**config.mk**
```make
export PLATFORM = sky130hd
export DESIGN_NAME = uart_frame_tx
export DESIGN_NICKNAME = d
export VERILOG_FILES = /design/src/rtl/uftx_pkg.sv /design/src/rtl/uftx_frame_build.sv /design/src/rtl/uftx_shifter.sv /design/src/rtl/uart_frame_tx.sv
export SDC_FILE = /design/constraint.sdc
export NUM_CORES = 1
export LEC_CHECK = 0
export BUFFER_PORTS_ARGS = -buffer_cell sky130_fd_sc_hd__buf_2
export CAP_MARGIN = 10
export CORE_UTILIZATION = 58
export CTS_CLUSTER_SIZE = 10
export DETAILED_ROUTE_END_ITERATION = 8
export GPL_ROUTABILITY_DRIVEN = 0
export GPL_TIMING_DRIVEN = 0
export PLACE_DENSITY = 0.82
export SYNTH_ARGS = -nofsm -noshare
export SYNTH_HDL_FRONTEND = slang
export SYNTH_HIERARCHICAL = 1
export SYNTH_SLANG_ARGS = --single-unit
export TNS_END_PERCENT = 1
```
**constraint.sdc**
```tcl
create_clock -name clk -period 2.6 [get_ports clk]
set_clock_uncertainty 0.15 [all_clocks]
set_input_delay 0.26 -clock clk [delete_from_list [all_inputs] [get_ports clk]]
set_output_delay 0.26 -clock clk [all_outputs]
set_load 0.005 [all_outputs]
```
**src/rtl/uftx_pkg.sv**
```systemverilog
package uftx_pkg;
  typedef enum logic [1:0] {
    FMT_OCTET  = 2'b00,
    FMT_SEPT_P = 2'b01,
    FMT_NONET  = 2'b10,
    FMT_ALT8   = 2'b11
  } uftx_fmt_e;
endpackage

```
**src/rtl/uftx_frame_build.sv**
```systemverilog
module uftx_frame_build
  import uftx_pkg::*;
#(
  parameter int DATA_W  = 9,
  parameter int FRAME_W = DATA_W + 2,
  parameter int CNT_W   = $clog2(FRAME_W + 1)
) (
  input  logic [DATA_W-1:0]  din,
  input  logic [1:0]         fmt,
  input  logic               par_odd,
  input  logic               msb_first,
  output logic [FRAME_W-1:0] frame,
  output logic [CNT_W-1:0]   nbits
);
  localparam int BASE_W   = DATA_W - 1;
  localparam int NARROW_W = DATA_W - 2;

  uftx_fmt_e sel;
  int        dw;
  logic      par_bit;
  logic      has_par;

  always_comb begin
    sel     = uftx_fmt_e'(fmt);
    has_par = (sel == FMT_SEPT_P);
    case (sel)
      FMT_SEPT_P: dw = NARROW_W;
      FMT_NONET:  dw = DATA_W;
      default:    dw = BASE_W;
    endcase
    par_bit = (^din[NARROW_W-1:0]) ^ par_odd;
    // frame[0] goes out first
    frame    = '1;
    frame[0] = 1'b0;
    for (int i = 0; i < DATA_W; i++) begin
      if (i < dw) begin
        frame[1+i] = msb_first ? din[dw-1-i] : din[i];
      end
    end
    if (has_par) frame[1+NARROW_W] = par_bit;
    nbits = CNT_W'(dw + 2 + (has_par ? 1 : 0));
  end
endmodule

```
**src/rtl/uftx_shifter.sv**
```systemverilog
module uftx_shifter #(
  parameter int FRAME_W = 11,
  parameter int CNT_W   = $clog2(FRAME_W + 1)
) (
  input  logic               clk,
  input  logic               rst,
  input  logic               start,
  input  logic               baud_en,
  input  logic [FRAME_W-1:0] frame,
  input  logic [CNT_W-1:0]   nbits,
  output logic               txd,
  output logic               busy
);
  logic [FRAME_W-1:0] sh;
  logic [CNT_W-1:0]   left;

  always_ff @(posedge clk) begin
    if (rst) begin
      txd  <= 1'b1;
      busy <= 1'b0;
      sh   <= '1;
      left <= '0;
    end else if (!busy && start) begin
      txd  <= frame[0];
      sh   <= {1'b1, frame[FRAME_W-1:1]};
      left <= nbits - CNT_W'(1);
      busy <= 1'b1;
    end else if (busy && baud_en) begin
      if (left == '0) begin
        busy <= 1'b0;
        txd  <= 1'b1;
      end else begin
        txd  <= sh[0];
        sh   <= {1'b1, sh[FRAME_W-1:1]};
        left <= left - CNT_W'(1);
      end
    end
  end
endmodule

```
**src/rtl/uart_frame_tx.sv**
```systemverilog
module uart_frame_tx #(
  parameter int DATA_W = 9
) (
  input  logic              clk,
  input  logic              rst,
  input  logic              baud_en,
  input  logic              load,
  input  logic [DATA_W-1:0] din,
  input  logic [1:0]        fmt,
  input  logic              par_odd,
  input  logic              msb_first,
  output logic              txd,
  output logic              busy
);
  localparam int FRAME_W = DATA_W + 2;
  localparam int CNT_W   = $clog2(FRAME_W + 1);

  logic [FRAME_W-1:0] frame;
  logic [CNT_W-1:0]   nbits;
  logic               start;

  assign start = load & ~busy;

  uftx_frame_build #(.DATA_W(DATA_W), .FRAME_W(FRAME_W), .CNT_W(CNT_W)) u_build (
    .din(din), .fmt(fmt), .par_odd(par_odd), .msb_first(msb_first),
    .frame(frame), .nbits(nbits)
  );

  uftx_shifter #(.FRAME_W(FRAME_W), .CNT_W(CNT_W)) u_shift (
    .clk(clk), .rst(rst), .start(start), .baud_en(baud_en),
    .frame(frame), .nbits(nbits), .txd(txd), .busy(busy)
  );
endmodule

```
# == After elaboration in Yosys (flattened, before gate mapping) ==
# Cells that the tools add are included.
# Widths: inputs -> output; s select.
# word_totals
ff_bits,15
# classes
addsub,13
order_cmp,18
eq_ne,3
n_mux,60
n_bitwise,3
n_reduce_logical,9
# op_table
operator,count
$lt 32x6->1 const B,9
$sub 32x4->32 const B,4
$sub 32x3->32 const B,2
$mux 1,44
$bmux 1 s4,9
$sub 32x2->32 const B,1
$sub 32x5->32 const B,1
$mux 9,3
$lt 3x4->1 const A,4
$mux 4,3
$lt 1x4->1 const A,2
$lt 2x4->1 const A,2
$pmux 4 s2,1
$sub 4x1->4 const B,2
$reduce_xor 7->1,1
$sub 4x1->5 const B,1
$add 4x2->4 const B,1
$add 4x4->4,1
$logic_not 4->1,1
$lt 4x4->1 const A,1
$reduce_and 2->1,2
$reduce_bool 2->1,2
$eq 2x1->1 const B,1
$eq 2x2->1 const B,1
other kinds (6),7

# == Logic depth before layout (Yosys ltp) ==
# depth
depth_word,11
depth_mapped,10

# == By module ==
# Netlist, hierarchy kept.
# modules_own_cells
mod,instances,cells_per_inst,area_each_um2
uftx_shifter,1,101,934.6
uftx_frame_build,1,79,581.8
uart_frame_tx,1,1,13.8

# == Least setup slack after synthesis ==
# No wires, ideal clock.
# synth_path
path_type,register -> register
start,register u_shift.busy
end,register u_shift.left[2]
setup_ps,95
t_arrival_ps,1842
setup_slack_ps,513
stages_incl_launch_ff,10
cell_sequence,dfxtp_1 nor2b_4 nor2b_1 buf_2 buf_2 mux2i_1 ha_1 a21boi_0 o22ai_1 a221oi_1
# synth_via
elab_chain_len,5
# synth_lines
item,line,text
from (decl),uftx_shifter.sv:12,output logic busy
from (signal assigned),uftx_shifter.sv:20,busy <= 1'b0;
from (signal assigned),uftx_shifter.sv:27,busy <= 1'b1;
from (signal assigned),uftx_shifter.sv:30,busy <= 1'b0;
$not 1->1 (*),uart_frame_tx.sv:22,assign start = load & ~busy;
$and 1x1->1 (*),uart_frame_tx.sv:22,
net start,uart_frame_tx.sv:20,logic start;
$logic_and 1x1->1 (*),uftx_shifter.sv:23,end else if (!busy && start) begin
$ne 2x1->1 (no source line) / $reduce_bool 2->1 (equally long branches),--,
$reduce_and 2->1 (no source line),--,
to (signal assigned),uftx_shifter.sv:26,left <= nbits - CNT_W'(1);
to (signal assigned),uftx_shifter.sv:35,left <= left - CNT_W'(1);
to (decl),uftx_shifter.sv:15,logic [CNT_W-1:0] left;
# Mark *: on every way through the listed nets, which the timed path passes. The rest lies on a longest branch.
# A chain may end at the register's enable or synchronous reset.

# == Worst setup path in the final report ==
# Same ends and word-level chain as after synthesis.

==> impl_metrics.yaml <==
grt:
  use_met3_pct: 6.03
  met2_usage_pct: 46.0
  grt_usage_pct: 28.8
  grt_pass1_wl_um: 5990
  grt-busiest-layer: "met2"
  grt_max_degree: 11
  first_global_vias: 1310
  met1_usage_pct: 38.7
  grt.overflow.total: 0
  antenna_found_initial: 0
layout:
  drive_gt1_share_pct: 25.1
  stdcell_count: 233
  diodes: 0
  nNetsFinal: 226
  area_growth_pct: 10.5
  final_common_cell: "buf_2"
  final_cell_mix: "24 x buf_2, 19 x nor3_1, 16 x dfxtp_1"
sta:
  fin_ws_ns: 0.261
  hold_violations: 0
  finalCritPeriodShare_pct: 89.9
  rsz0062_at_grt: "no"
  final_max_slew_viol_count: 0
  setup_tns_ns: 0
  fmax_mhz: 428
  final-setup-viol-count: 0
  period_needed_ns: 2.34
  relSlewSlack_pct: 56.1
  tightest_slew_ns: 0.657
logic_synthesis:
  synth_top_family_by_area: "compound AO/OA/AOI/OAI gates"
  synthFlopType: "dfxtp_1"
  syn_area_um2: 1530
  synth-edff-count: 0
  ys_ff_latch: 16
  seq_area_frac_synth_pct: 20.9
  syn-instance-count: 181
  synth-xor-area-share_pct: 4.58
  synthAdderAreaFrac_pct: 4.09
  synth-simple-area-share_pct: 21.1
  ys_warn_count: 6
  synthArstFlopShare_pct: 0
  synth.area.mux_share_pct: 12.7
  ys_types: 46
  synth-compound-area-share_pct: 26.9
  synth_area_per_cell_um2: 8.45
floorplan:
  dieArea_um2: 2850
  pin_count: 19
  core_um2: 2480
  fp.dieW_um: 53.4
  initial_utilization_pct: 61.8
  rows: 18
  die_y_um: 53.4
route:
  wl_um: 3550
  post_drt_wl_per_cell_um: 15.2
  drc: 0
  ant_nets: 0
  vias: 1455
  dr.first_iter.drc_count: 55
  avgViaCountPerCell: 6.24
  dr.pass1.iters: 4
place:
  dp_cells: 229
  port_buffers: 16
  preCtsSetupSlack_ns: 0.258
  dp_hpwl_um: 2630
clock_tree:
  clk_pin_slew_worst_paths_ns: 0.09
  cts_num_sinks: 16
  tritoncts: "yes"
  worstSkewPairLatency_ns: 0.29
  cts_made_buffers: 3
  clockBufferDepth: 2
  cts_setup_buffers: 0
  cts_resized: 0
  root_buffer: "clkbuf_4"
  h-tree-depth: 1
  postCtsHoldBufs: 0
power_and_ir_drop:
  p_per_area_nw_per_um2: 472
  finalPower_mw: 0.798
  p_clk_share_pct: 20.8
  peakVddDrop_mv: 0.485
  p_switching_mw: 0.294
  p_int_mw: 0.504
  pwr-share-comb_pct: 41.6
  switching_share_pct: 36.9
  leakagePower_nw: 0.628
  p_seq_share_pct: 37.6
setup_path:
  arrival_ns: 2.38
  path_max_fanout: 10
  start_kind: "flop"
  crit_type: "flop to flop"
  cp.required_ns: 2.64
  endpoint_kind: "flop"
flow_run:
  drv_cap: 0
outcome:
  status: "finished, final reports clean"
hold_path:
  min_path_type: "primary input to flop"
==> Yosys cell counts (2+ instances only) <==
library cell  count  share of area [%]
a2111oi_0         2                1.1
mux4_2            2                2.9
nor2_1           11                2.7
nand4b_1          2                1.1
a2111oi_2         6                5.9
buf_6             3                2.2
a2bb2oi_1         2                1.1
nand3_1           6                2.0
or3_2             2               0.98
a21oi_1           8                2.6
nand2b_1          4                1.6
dfxtp_1          16                 21
buf_2             8                2.6
ha_1              5                4.1
nor4_1            2               0.82
a211oi_1         12                5.9
buf_4             4                2.0
inv_1             5                1.2
a221oi_1          2                1.1
nor3_1           19                6.2
conb_1            2               0.49
clkbuf_1          5                1.2
a31oi_1           3                1.2
mux2_2            2                1.5
nand2_1           4               0.98
nor2b_1           2               0.82
xnor2_1           8                4.6
o21ai_0           7                2.3
mux2i_1          10                6.5
==> path summary, 6_finish.rpt <==
check	slack [ns]	from	to	cells past startpoint
max reg2reg	0.26	u_shift/busy	u_shift/left[2]	9
max	0.26	u_shift/busy	u_shift/left[2]	9
min reg2reg	0.38	u_shift/sh[9]	u_shift/sh[9]	2
min	0.23	baud_en	u_shift/txd	4
==> power by group through the flow <==
stage	Sequential (mW)	Combinational, mW	Clock [mW]
after floorplan	0.298	0.252	0
after global placement	0.302	0.316	0
after detailed placement	0.304	0.327	0
after CTS	0.299	0.328	0.174
after global routing	0.304	0.363	0.182
final	0.300	0.332	0.166
==> layer usage <==
| layer | vias to the layer above | part of all wire, % | wire length (um) |
|---|---|---|---|
| met2 | 55 | 47 | 1670 |
| met5 | - | 0 | 0 |
| li1 | 722 | - | - |
| met3 | 6 | 6.0 | 214 |
| met1 | 672 | 46 | 1640 |
| met4 | 0 | 0.90 | 32 |
==> sequential cells by signal (all words and copies together), names as in the netlist <==
name / count
u_shift/sh: 10
u_shift/left: 4
u_shift/busy: 1
u_shift/txd: 1
==> logic make-up (layout without fill, tap and decap cells) <==
group	Yosys count	count (layout)
AND/OR/NAND/NOR	59	59
AO/OA/AOI/OAI	51	51
buffers and inverters	25	45
flip-flops	16	16
multiplexers	15	15
XOR/XNOR	8	8
adder cells (fa/ha/maj)	5	5
other	2	4
==> final cells by class <==
| cell class | instances | area [um2] |
|---|---|---|
| fill | 217 | 786 |
| inverter | 5 | 18.8 |
| clock buffer | 4 | 36.3 |
| timing repair buffer | 16 | 80.1 |
| tap | 30 | 37.5 |
| sequential | 16 | 320 |
| buffer | 20 | 123 |
| multi-input combinational | 142 | 1080 |
==> stage by stage <==
stage | hold slack (ns) | utilization, % | instance area, um2
final | 0.229 | 68.3 | 1690
after global routing | 0.240 | 68.3 | 1690
after CTS | 0.219 | 68.3 | 1690
after detailed placement | 0.355 | 66.8 | 1660
after global placement | 0.342 | 66.8 | 1660
after floorplan | 0.328 | - | 1540
==> worst max-delay path, stage by stage, from the launching register on <==
cell	delay (ns)
dfxtp_1	0.41
nor2b_4	0.18
nor2b_1	0.13
buf_2	0.21
buf_2	0.26
mux2i_1	0.11
ha_1	0.25
a21boi_0	0.17
o22ai_1	0.10
a221oi_1	0.27
No activity file was read; power rests on OpenSTA's default activity.
